--- src/rtl/irq_dispatch_pkg.sv ---
// Shared definitions for the interrupt dispatch unit.
// Assumes a 16-bit address space pushed as two bytes, low byte first.
package irq_dispatch_pkg;
    localparam int ADDR_W = 16;
    localparam int BYTE_W = 8;

    typedef enum logic [1:0] {
        SEQ_IDLE    = 2'd0,
        SEQ_PUSH_LO = 2'd1,
        SEQ_PUSH_HI = 2'd2,
        SEQ_JUMP    = 2'd3
    } seq_state_e;
endpackage

--- src/rtl/irq_req_regs.sv ---
// Enable and request registers for the interrupt lines.
// Request bits follow level edges on the lines, can be overwritten by the
// register port, and lose the acknowledged bit on dispatch.
// Assumes ack_i is a single-cycle one-hot pulse from the sequencer.
module irq_req_regs #(
    parameter int N_LINES = 5
) (
    input  logic               clk,
    input  logic               rst_n,
    input  logic [N_LINES-1:0] line_i,
    input  logic               we_i,
    input  logic               sel_i,
    input  logic [N_LINES-1:0] wdata_i,
    input  logic [N_LINES-1:0] ack_i,
    output logic [N_LINES-1:0] en_o,
    output logic [N_LINES-1:0] req_o
);
    logic [N_LINES-1:0] en_q;
    logic [N_LINES-1:0] req_q;
    logic [N_LINES-1:0] line_q;
    logic [N_LINES-1:0] rise;
    logic [N_LINES-1:0] fall;
    logic [N_LINES-1:0] req_base;
    logic [N_LINES-1:0] req_nxt;

    // Edge detection on the request levels.
    always_comb begin
        rise = line_i & ~line_q;
        fall = ~line_i & line_q;
    end

    // Next request value: port write, then edges, then acknowledge.
    always_comb begin
        req_base = (we_i && sel_i) ? wdata_i : req_q;
        req_nxt  = (req_base | rise) & ~fall & ~ack_i;
    end

    // Register update.
    always_ff @(posedge clk) begin
        if (!rst_n) begin
            en_q   <= '0;
            req_q  <= '0;
            line_q <= '0;
        end else begin
            line_q <= line_i;
            req_q  <= req_nxt;
            if (we_i && !sel_i) en_q <= wdata_i;
        end
    end

    assign en_o  = en_q;
    assign req_o = req_q;

    AST_ACK_ONEHOT: assert property (@(posedge clk) disable iff (!rst_n)
        $onehot0(ack_i));
    AST_ACK_PENDING: assert property (@(posedge clk) disable iff (!rst_n)
        (ack_i & ~(en_q & req_q)) == '0);
    AST_ACK_CLEARS: assert property (@(posedge clk) disable iff (!rst_n)
        (ack_i != '0 && !we_i && (rise & ack_i) == '0) |=> ((req_q & $past(ack_i)) == '0));
endmodule

--- src/rtl/irq_prio_pick.sv ---
// Fixed-priority selector: lowest-numbered pending line wins.
// Purely combinational; built as a blocking chain so it scales with N_LINES.
module irq_prio_pick #(
    parameter int N_LINES = 5,
    parameter int IDX_W   = (N_LINES > 1) ? $clog2(N_LINES) : 1
) (
    input  logic [N_LINES-1:0] pend_i,
    output logic               any_o,
    output logic [N_LINES-1:0] onehot_o,
    output logic [IDX_W-1:0]   idx_o
);
    logic [N_LINES:0] blocked;

    assign blocked[0] = 1'b0;

    genvar g;
    generate
        for (g = 0; g < N_LINES; g++) begin : g_chain
            assign onehot_o[g]  = pend_i[g] & ~blocked[g];
            assign blocked[g+1] = blocked[g] | pend_i[g];
        end
    endgenerate

    // Encode the one-hot winner into an index.
    always_comb begin
        idx_o = '0;
        for (int i = 0; i < N_LINES; i++) begin
            if (onehot_o[i]) idx_o = IDX_W'(i);
        end
    end

    assign any_o = blocked[N_LINES];
endmodule

--- src/rtl/irq_seq.sv ---
// Boundary checker and dispatch sequencer.
// Holds the master enable, halted, entering-halt and enable-delay flags,
// evaluates each instruction boundary, and runs the push/jump sequence.
// Assumes the core issues no boundary while busy_o is high, and that
// ei/di/halt strobes override flag updates made by a coincident boundary.
module irq_seq
    import irq_dispatch_pkg::*;
#(
    parameter int N_LINES       = 5,
    parameter int IDX_W         = 3,
    parameter int CYC_W         = 8,
    parameter int VEC_BASE      = 'h40,
    parameter int VEC_STRIDE    = 8,
    parameter int DISP_INT_CYC  = 12,
    parameter int MEM_CYC       = 4,
    parameter int WAKE_CYC      = 4,
    parameter int HALT_IDLE_NEW = 4,
    parameter int HALT_IDLE_OLD = 2,
    parameter bit LEGACY_WAKE   = 1'b0
) (
    input  logic               clk,
    input  logic               rst_n,
    input  logic               boundary_i,
    input  logic               ei_i,
    input  logic               di_i,
    input  logic               halt_i,
    input  logic               any_i,
    input  logic [N_LINES-1:0] win_oh_i,
    input  logic [IDX_W-1:0]   win_idx_i,
    input  logic [ADDR_W-1:0]  pc_i,
    input  logic [ADDR_W-1:0]  sp_i,
    output logic [N_LINES-1:0] ack_o,
    output logic               ime_o,
    output logic               halted_o,
    output logic               busy_o,
    output logic               stk_we_o,
    output logic [ADDR_W-1:0]  stk_addr_o,
    output logic [BYTE_W-1:0]  stk_data_o,
    output logic               pc_load_o,
    output logic [ADDR_W-1:0]  pc_val_o,
    output logic               sp_load_o,
    output logic [ADDR_W-1:0]  sp_val_o,
    output logic               evt_valid_o,
    output logic               evt_disp_o,
    output logic [CYC_W-1:0]   evt_cyc_o,
    output logic               refetch_o
);
    localparam int DISP_CYC = DISP_INT_CYC + 2 * MEM_CYC;
    localparam int IDLE_CYC = LEGACY_WAKE ? HALT_IDLE_OLD : HALT_IDLE_NEW;

    seq_state_e        st_q;
    logic              ime_q;
    logic              halted_q;
    logic              entering_q;
    logic              delay_q;
    logic [ADDR_W-1:0] ret_q;
    logic [ADDR_W-1:0] sp_new_q;
    logic [ADDR_W-1:0] vec_q;
    logic              evt_valid_q;
    logic              evt_disp_q;
    logic [CYC_W-1:0]  evt_cyc_q;
    logic              refetch_q;
    logic              check;
    logic              take;
    logic [CYC_W-1:0]  wake_cyc;
    logic [ADDR_W-1:0] vec_addr;

    // Qualify the boundary: idle, no delay pending.
    always_comb begin
        check = (st_q == SEQ_IDLE) && boundary_i && !delay_q;
        take  = check && any_i && ime_q;
        ack_o = take ? win_oh_i : '0;
    end

    // Wake penalty for the selected halt-exit variant.
    always_comb begin
        wake_cyc = '0;
        if (halted_q && !LEGACY_WAKE) begin
            wake_cyc = CYC_W'(WAKE_CYC);
            if (!ime_q && !entering_q) wake_cyc = CYC_W'(2 * WAKE_CYC);
        end
    end

    // Vector address of the winning line.
    always_comb begin
        vec_addr = ADDR_W'(VEC_BASE) + ADDR_W'(win_idx_i) * ADDR_W'(VEC_STRIDE);
    end

    // Flag, sequence and event register update.
    always_ff @(posedge clk) begin
        if (!rst_n) begin
            st_q        <= SEQ_IDLE;
            ime_q       <= 1'b0;
            halted_q    <= 1'b0;
            entering_q  <= 1'b0;
            delay_q     <= 1'b0;
            ret_q       <= '0;
            sp_new_q    <= '0;
            vec_q       <= '0;
            evt_valid_q <= 1'b0;
            evt_disp_q  <= 1'b0;
            evt_cyc_q   <= '0;
            refetch_q   <= 1'b0;
        end else begin
            evt_valid_q <= 1'b0;
            evt_disp_q  <= 1'b0;
            evt_cyc_q   <= '0;
            refetch_q   <= 1'b0;
            unique case (st_q)
                SEQ_IDLE: begin
                    if (boundary_i) begin
                        evt_valid_q <= 1'b1;
                        if (delay_q) begin
                            delay_q <= 1'b0;
                        end else if (any_i) begin
                            halted_q  <= 1'b0;
                            refetch_q <= halted_q && LEGACY_WAKE && !ime_q;
                            if (ime_q) begin
                                ime_q      <= 1'b0;
                                st_q       <= SEQ_PUSH_LO;
                                ret_q      <= pc_i;
                                sp_new_q   <= sp_i - ADDR_W'(2);
                                vec_q      <= vec_addr;
                                evt_disp_q <= 1'b1;
                                evt_cyc_q  <= wake_cyc + CYC_W'(DISP_CYC);
                            end else begin
                                evt_cyc_q <= wake_cyc;
                            end
                        end else if (halted_q) begin
                            entering_q <= 1'b0;
                            evt_cyc_q  <= CYC_W'(IDLE_CYC);
                        end
                    end
                end
                SEQ_PUSH_LO: st_q <= SEQ_PUSH_HI;
                SEQ_PUSH_HI: st_q <= SEQ_JUMP;
                SEQ_JUMP:    st_q <= SEQ_IDLE;
                default:     st_q <= SEQ_IDLE;
            endcase
            if (ei_i) begin
                ime_q   <= 1'b1;
                delay_q <= 1'b1;
            end
            if (di_i) begin
                ime_q   <= 1'b0;
                delay_q <= 1'b0;
            end
            if (halt_i) begin
                halted_q   <= 1'b1;
                entering_q <= 1'b1;
            end
        end
    end

    // Stack write and load outputs decoded from the sequence state.
    always_comb begin
        stk_we_o   = (st_q == SEQ_PUSH_LO) || (st_q == SEQ_PUSH_HI);
        stk_addr_o = (st_q == SEQ_PUSH_HI) ? sp_new_q + ADDR_W'(1) : sp_new_q;
        stk_data_o = (st_q == SEQ_PUSH_HI) ? ret_q[ADDR_W-1:BYTE_W] : ret_q[BYTE_W-1:0];
        pc_load_o  = (st_q == SEQ_JUMP);
        sp_load_o  = (st_q == SEQ_JUMP);
        pc_val_o   = vec_q;
        sp_val_o   = sp_new_q;
    end

    assign ime_o       = ime_q;
    assign halted_o    = halted_q;
    assign busy_o      = (st_q != SEQ_IDLE);
    assign evt_valid_o = evt_valid_q;
    assign evt_disp_o  = evt_disp_q;
    assign evt_cyc_o   = evt_cyc_q;
    assign refetch_o   = refetch_q;

    AST_DISPATCH_DROPS_IME: assert property (@(posedge clk) disable iff (!rst_n)
        (ack_o != '0 && !ei_i) |=> !ime_o);
    AST_PUSH_ORDER: assert property (@(posedge clk) disable iff (!rst_n)
        (stk_we_o && !$stable(st_q) && st_q == SEQ_PUSH_LO) |=> (stk_we_o && stk_addr_o == $past(stk_addr_o) + ADDR_W'(1)));
    AST_JUMP_AFTER_PUSH: assert property (@(posedge clk) disable iff (!rst_n)
        (st_q == SEQ_PUSH_HI) |=> (pc_load_o && sp_load_o && !stk_we_o));
    AST_VEC_ALIGN: assert property (@(posedge clk) disable iff (!rst_n)
        pc_load_o |-> ((pc_val_o - ADDR_W'(VEC_BASE)) % ADDR_W'(VEC_STRIDE)) == '0);
    AST_DELAY_SKIP: assert property (@(posedge clk) disable iff (!rst_n)
        ((st_q == SEQ_IDLE) && boundary_i && delay_q && !ei_i) |=> (!busy_o && !evt_disp_o));
    AST_HALT_WAKE: assert property (@(posedge clk) disable iff (!rst_n)
        (check && any_i && !halt_i) |=> !halted_o);
    AST_REFETCH_VARIANT: assert property (@(posedge clk) disable iff (!rst_n)
        refetch_o |-> (LEGACY_WAKE && !evt_disp_o));
endmodule

--- src/rtl/irq_dispatch_unit.sv ---
// Top of the interrupt dispatch unit.
// Wires the request/enable registers, the priority selector and the
// boundary sequencer; the read port is a plain combinational mux.
// Assumes a 16-bit program counter and stack pointer.
module irq_dispatch_unit
    import irq_dispatch_pkg::*;
#(
    parameter int N_LINES       = 5,
    parameter int CYC_W         = 8,
    parameter int VEC_BASE      = 'h40,
    parameter int VEC_STRIDE    = 8,
    parameter int DISP_INT_CYC  = 12,
    parameter int MEM_CYC       = 4,
    parameter int WAKE_CYC      = 4,
    parameter int HALT_IDLE_NEW = 4,
    parameter int HALT_IDLE_OLD = 2,
    parameter bit LEGACY_WAKE   = 1'b0
) (
    input  logic               clk,
    input  logic               rst_n,
    input  logic [N_LINES-1:0] irq_line_i,
    input  logic               reg_we_i,
    input  logic               reg_sel_i,
    input  logic [N_LINES-1:0] reg_wdata_i,
    output logic [N_LINES-1:0] reg_rdata_o,
    input  logic               ei_i,
    input  logic               di_i,
    input  logic               halt_i,
    input  logic               boundary_i,
    input  logic [15:0]        pc_i,
    input  logic [15:0]        sp_i,
    output logic               ime_o,
    output logic               halted_o,
    output logic               busy_o,
    output logic               stk_we_o,
    output logic [15:0]        stk_addr_o,
    output logic [7:0]         stk_data_o,
    output logic               pc_load_o,
    output logic [15:0]        pc_val_o,
    output logic               sp_load_o,
    output logic [15:0]        sp_val_o,
    output logic               evt_valid_o,
    output logic               evt_disp_o,
    output logic [CYC_W-1:0]   evt_cyc_o,
    output logic               refetch_o
);
    localparam int IDX_W = (N_LINES > 1) ? $clog2(N_LINES) : 1;

    logic [N_LINES-1:0] en;
    logic [N_LINES-1:0] req;
    logic [N_LINES-1:0] pend;
    logic [N_LINES-1:0] win_oh;
    logic [N_LINES-1:0] ack;
    logic [IDX_W-1:0]   win_idx;
    logic               any_pend;

    irq_req_regs #(
        .N_LINES (N_LINES)
    ) u_regs (
        .clk     (clk),
        .rst_n   (rst_n),
        .line_i  (irq_line_i),
        .we_i    (reg_we_i),
        .sel_i   (reg_sel_i),
        .wdata_i (reg_wdata_i),
        .ack_i   (ack),
        .en_o    (en),
        .req_o   (req)
    );

    // A line is pending when enabled and requested.
    assign pend = en & req;

    // Register read mux.
    assign reg_rdata_o = reg_sel_i ? req : en;

    irq_prio_pick #(
        .N_LINES (N_LINES),
        .IDX_W   (IDX_W)
    ) u_pick (
        .pend_i   (pend),
        .any_o    (any_pend),
        .onehot_o (win_oh),
        .idx_o    (win_idx)
    );

    irq_seq #(
        .N_LINES       (N_LINES),
        .IDX_W         (IDX_W),
        .CYC_W         (CYC_W),
        .VEC_BASE      (VEC_BASE),
        .VEC_STRIDE    (VEC_STRIDE),
        .DISP_INT_CYC  (DISP_INT_CYC),
        .MEM_CYC       (MEM_CYC),
        .WAKE_CYC      (WAKE_CYC),
        .HALT_IDLE_NEW (HALT_IDLE_NEW),
        .HALT_IDLE_OLD (HALT_IDLE_OLD),
        .LEGACY_WAKE   (LEGACY_WAKE)
    ) u_seq (
        .clk         (clk),
        .rst_n       (rst_n),
        .boundary_i  (boundary_i),
        .ei_i        (ei_i),
        .di_i        (di_i),
        .halt_i      (halt_i),
        .any_i       (any_pend),
        .win_oh_i    (win_oh),
        .win_idx_i   (win_idx),
        .pc_i        (pc_i),
        .sp_i        (sp_i),
        .ack_o       (ack),
        .ime_o       (ime_o),
        .halted_o    (halted_o),
        .busy_o      (busy_o),
        .stk_we_o    (stk_we_o),
        .stk_addr_o  (stk_addr_o),
        .stk_data_o  (stk_data_o),
        .pc_load_o   (pc_load_o),
        .pc_val_o    (pc_val_o),
        .sp_load_o   (sp_load_o),
        .sp_val_o    (sp_val_o),
        .evt_valid_o (evt_valid_o),
        .evt_disp_o  (evt_disp_o),
        .evt_cyc_o   (evt_cyc_o),
        .refetch_o   (refetch_o)
    );
endmodule

--- config.mk ---
export PLATFORM = sky130hd
export DESIGN_NAME = irq_dispatch_unit
export DESIGN_NICKNAME = d
export VERILOG_FILES = /design/src/rtl/irq_dispatch_pkg.sv /design/src/rtl/irq_req_regs.sv /design/src/rtl/irq_prio_pick.sv /design/src/rtl/irq_seq.sv /design/src/rtl/irq_dispatch_unit.sv
export SDC_FILE = /design/constraint.sdc
export NUM_CORES = 1
export LEC_CHECK = 0
export BUFFER_PORTS_ARGS = -buffer_cell sky130_fd_sc_hd__buf_2
export CAP_MARGIN = 20
export CORE_MARGIN = 2
export CORE_UTILIZATION = 25
export CTS_CLUSTER_DIAMETER = 80
export DETAILED_ROUTE_END_ITERATION = 10
export GPL_TIMING_DRIVEN = 0
export SYNTH_ARGS = -nofsm -noshare
export SYNTH_HDL_FRONTEND = slang
export SYNTH_SLANG_ARGS = --single-unit
--- constraint.sdc ---
create_clock -name clk -period 5 [get_ports clk]
set_input_delay 0.25 -clock clk [delete_from_list [all_inputs] [get_ports clk]]
set_output_delay 0.25 -clock clk [all_outputs]
set_load 0.01 [all_outputs]
Yosys cells after proc, flatten, opt, wreduce, memory -nomap -nowiden
Cells that the tools add are included.
{"block": "totals", "reg_bits": 79}
{"block": "classes", "addsub": 4, "n_eq_ne": 10, "muxes": 36, "bitwise": 27, "n_reduce_logical": 31}
{"op": "$mux W8", "n": 4}
{"op": "$and A5 B5 Y5", "n": 5}
{"op": "$not A5 Y5", "n": 4}
{"op": "$mux W1", "n": 18}
{"op": "$add A16 B1 Y16 const B", "n": 1}
{"op": "$mux W16", "n": 1}
{"op": "$reduce_bool A2 Y1", "n": 8}
{"op": "$sub A16 B2 Y16 const B", "n": 1}
{"op": "$mux W5", "n": 3}
{"op": "$mux W3", "n": 4}
{"op": "$reduce_and A4 Y1", "n": 3}
{"op": "$ne A2 B2 Y1 const B", "n": 5}
{"op": "$reduce_and A5 Y1", "n": 2}
{"op": "$not A1 Y1", "n": 9}
{"op": "$add A7 B6 Y8 const A", "n": 1}
{"op": "$add A8 B5 Y8 const B", "n": 1}
{"op": "$mux W2", "n": 4}
{"op": "$pmux W2 S4", "n": 1}
{"op": "$logic_and A1 B1 Y1", "n": 7}
{"op": "$or A5 B5 Y5", "n": 1}
{"op": "$reduce_or A5 Y1", "n": 1}
{"op": "$and A1 B1 Y1", "n": 4}
{"op": "$eq A2 B2 Y1 const B", "n": 2}
{"op": "$logic_not A1 Y1", "n": 4}
{"op": "other kinds (9)", "n": 14}

Longest topological paths before layout
{"block": "depth", "ltp_word": 10, "mapped_depth": 9, "mapped_depth_nobuf": 6}

Cells and area by module
From an unflattened synthesis, not the netlist that was laid out.
{"block": "hier_totals", "hier_cells": 404, "hier_area_um2": 3423.3}
{"mod": "irq_seq", "instances": 1, "cells_per_inst": 311, "area_each_um2": 2601.2}
{"mod": "irq_req_regs", "instances": 1, "cells_per_inst": 70, "area_each_um2": 650.6}
{"mod": "irq_dispatch_unit", "instances": 1, "cells_per_inst": 10, "area_each_um2": 87.6}
{"mod": "irq_prio_pick", "instances": 1, "cells_per_inst": 13, "area_each_um2": 83.8}

Least setup slack after synthesis
No wires, ideal clock.
{"block": "synth_path", "kind": "flip-flop to output port", "start": "reg u_seq.st_q[0]", "end": "out stk_addr_o[11]", "arrival_ns": 1.545, "t_required_ns": 4.750, "setup_slack_ns": 3.205, "stages_incl_launch_ff": 7, "path_cell_list": "dfxtp_1 > inv_1 > ha_1 > nand4_1 > nor3_1 > and3_1 > xor2_1"}
{"block": "synth_between", "elab_chain_cells": 2}
{"element": "from (decl)", "line_no": "irq_seq.sv:51", "text": "seq_state_e st_q;"}
{"element": "from (signal assigned)", "line_no": "irq_seq.sv:92", "text": "st_q <= SEQ_IDLE;"}
{"element": "from (signal assigned)", "line_no": "irq_seq.sv:120", "text": "st_q <= SEQ_PUSH_LO;"}
{"element": "from (signal assigned)", "line_no": "irq_seq.sv:135", "text": "SEQ_PUSH_LO: st_q <= SEQ_PUSH_HI;"}
{"element": "$eq A2 B2 Y1", "line_no": "irq_seq.sv:158", "text": "stk_addr_o = (st_q == SEQ_PUSH_HI) ? sp_new_q + ADDR_W'(1) : sp_new_q;"}
{"element": "$mux W16", "line_no": "irq_seq.sv:158"}
{"element": "to (decl)", "line_no": "irq_dispatch_unit.sv:36", "text": "output logic [15:0] stk_addr_o,"}
Every way passes these cells.

Final worst setup path
Same ends and word-level chain as after synthesis.

==> impl_results.md <==
* GRT Overall Usage at 0.129
* WL met3 at 548 µm
* Pins Over Slew Limit at 0
* Synth Area in Simple Gates at 0.207
* Fraction of layout cells with a size suffix above 1 at 0.330
* WL met1 at 4.11 mm
* # diodes at 0
* Synthesized-area fraction occupied by adder cells at 0.0380
* Initial DRC Count at 113
* Post-synth ARST share at 0
* # DRC at 0
* Die X at 119 µm
* Final Wtd Congestion at 0.808
* Hold Path Stages at 3
* Clk buf depth at 2
* Syn avg cell area at 8.52 µm²
* Routed Antenna Nets at 0
* CP endpoint kind: output port
* First-pass GRT wire length at 14.3 mm
* Final setup vio count at 0
* Wirelength per Cell at 13.1 µm
* Vias at 3,103
* Rel. slew slack at 0.506
* Hold Buf Count CTS at 0
* Post-synthesis sequential area ratio at 0.383
* Total CTS buffers at 9
* Outcome: finished clean
* Area of the multi-input gates at 1790 µm²
* CTS tree: built
* Largest net degree at the start of global routing at 11
* Highest routed layer: met4
* Mapped Cells at 387
* Filler cells at 1,371
* WL final at 9.17 mm
* Clock sinks at 63
* Max frequency at 387 MHz
* Via-to-Cell Ratio at 4.44
* Number of synthesized flops with an enable pin at 0
* Total Negative Setup Slacks at 0 ns
* Post-Synth XOR/XNOR Area at 0.0691
* Die Y at 119 µm
* Sw power at 336 µW
* Port bufs at 108
* # rows at 41
* Power, Total at 1.33 mW
* Post-layout util at 0.346
* Initial core utilization at 0.259
* Layout area overhead at 33.6%
* Setup bufs post-CTS at 0
* Met2 wire length at 4.37 mm
* Crit Path Max Fanout at 5
* Multiplexer area fraction after synthesis at 0.0812
* Unrepaired setup endpoints after global routing: false
* Core Area at 12,700 µm²
* CTS H-tree depth at 3
* Main combinational cell family by area after synthesis: simple AND/OR/NAND/NOR gates
* Compound-cell area share of the yosys netlist at 0.130
* Pwr dens at 303 nW/µm²
* Vias in the first global route at 2,899
* Sw Ratio at 0.252
* Io pins at 128
* Internal Power at 998 µW
* Tmin final at 2.59 ns
* Register bit count reported by yosys at 63
* CP Data Required Time at 4.75 ns
* Ys Warns at 0
* Net total in the final layout at 578
* Layout Skew at 0.00880 ns
* Clock slew at reported path FFs at 0.06 ns
* Pleak at 2.06 nW
* Min-Delay Path Class: input pin to flip-flop
* Root Driver: clkbuf_16
* Main synth FF type: dfxtp_1
* Synth Cell Area at 3300 µm²
* Hold Fails Final Rpt at 0
* Post_cts resized at 0
* GRT Residual Overflow at 0
* Die area at 14,100 µm²
* Combinational power share at 0.139
* Part of the power in registers at 0.401
* Worst-margin pin slew at 0.741 ns
* Max Cap Violations at 0
* VDD IR max at 0.149 mV
* Register area at 1260 µm²
* Worst Setup Start Kind: flip-flop
* Clock power frac at 0.460
* Fin crit share at 0.517
* Synth cell types at 48
* CP arrival at 2.34 ns
* Commonest non-fill, non-tap cell in the layout: buf_2
* CP Class: flip-flop to output port
* Clock Latency Late Sink at 0.33 ns
* Commonest cells after routing, fill and taps aside: buf_2 (115), dfxtp_1 (63), nand2_1 (55)
* Detailed placement HPWL at 7.19 mm
* FF-to-FF path depth at 9
* Number of antenna violations at the first check in global routing at 0
* DRT Pass-1 Iters at 4
-- sequential cells by signal, indices dropped and copies added, names as in the netlist, 2 cells and up --
name             flops
u_regs.en_o          5
u_seq.evt_cyc_o      4
u_seq.st_q           2
u_regs.req_o         5
u_seq.pc_val_o       4
u_regs.line_q        5
u_seq.ret_q         16
u_seq.sp_val_o      16
-- cells in the mapped netlist (all sizes together) (2+ instances only) --
master | n | area [µm²]
nor2b | 5 | 31.3
dfxtp | 63 | 1260
nor3 | 10 | 50.1
mux2 | 14 | 158
o21ai | 12 | 60.1
nand3 | 7 | 35.0
nor4 | 2 | 27.5
nand4 | 9 | 56.3
nand2 | 55 | 206
a22o | 2 | 26.3
ha | 6 | 75.1
xor2 | 17 | 149
a311oi | 2 | 23.8
o31a | 2 | 17.5
nand4b | 2 | 17.5
a211oi | 6 | 65.1
o31ai | 3 | 22.5
nor2 | 38 | 143
a21oi | 34 | 170
clkbuf | 5 | 18.8
nand2b | 2 | 12.5
mux2i | 11 | 110
inv | 14 | 52.6
nor3b | 2 | 15.0
maj3 | 5 | 50.1
a31oi | 2 | 27.5
buf | 33 | 226
xnor2 | 9 | 78.8
and3 | 4 | 25.0
-- metal layers --
metal | vias up | GRT usage
met3 | 13 | 0.0378
met5 | - | 0
met2 | 93 | 0.215
met4 | 0 | 0.0446
met1 | 1436 | 0.157
li1 | 1561 | -
-- power by group through the flow --
stage,Sequential (mW),Clock (mW),Combinational (mW)
after floorplan,0.544,0,0.117
after detailed placement,0.546,0,0.187
after CTS,0.535,0.635,0.188
final,0.536,0.614,0.185
after global routing,0.537,0.657,0.205
after global placement,0.545,0,0.183
-- cell families after synthesis --
logic type      after synthesis
buf+inv                      53
other cells                   1
simple gates                143
xor+xnor                     26
mux                          25
compound gates               65
fa+ha+maj                    11
flops                        63
-- per-stage QoR --
stage / instances / hold slack (ns) / area, µm² / setup slack, ns
3_5_place_dp: 683 / 0.447 / 4110 / 2.67
3_3_place_gp: 683 / 0.439 / 4110 / 2.66
5_1_grt: 699 / 0.152 / 4400 / 2.13
6_report: 699 / 0.155 / 4400 / 2.41
4_1_cts: 699 / 0.141 / 4400 / 2.30
2_1_floorplan: 403 / 0.346 / 3360 / 3.20
-- worst max-delay path: stages, from the launching register on --
cell	delay, ns
dfxtp_1	0.32
inv_1	0.08
ha_1	0.33
nand4_1	0.25
nor3_1	0.51
and3_1	0.25
xor2_1	0.14
buf_2	0.14
-- final cells by class --
cell class                      count  area share
Clock buffer                       12      0.0560
Tap cell                          172      0.0489
Clock inverter                      4      0.0102
Timing Repair Buffer              108       0.123
Inverter                           15      0.0128
Multi-Input combinational cell    287       0.407
Buffer                             38      0.0557
Sequential cell                    63       0.286
-- path summary, 6_finish.rpt --
check                                from                      endpoint  slack, ns
min                         irq_line_i[3]   u_regs.line_q[3]$_SDFF_PN0_       0.16
min reg2reg  u_seq.ret_q[15]$_SDFFE_PN0P_  u_seq.ret_q[15]$_SDFFE_PN0P_       0.45
max            u_seq.st_q[0]$_SDFFE_PN0P_                stk_addr_o[11]       2.41
max reg2reg    u_seq.st_q[0]$_SDFFE_PN0P_   u_seq.ret_q[9]$_SDFFE_PN0P_       3.12
No activity file was read; power rests on OpenSTA's default activity.
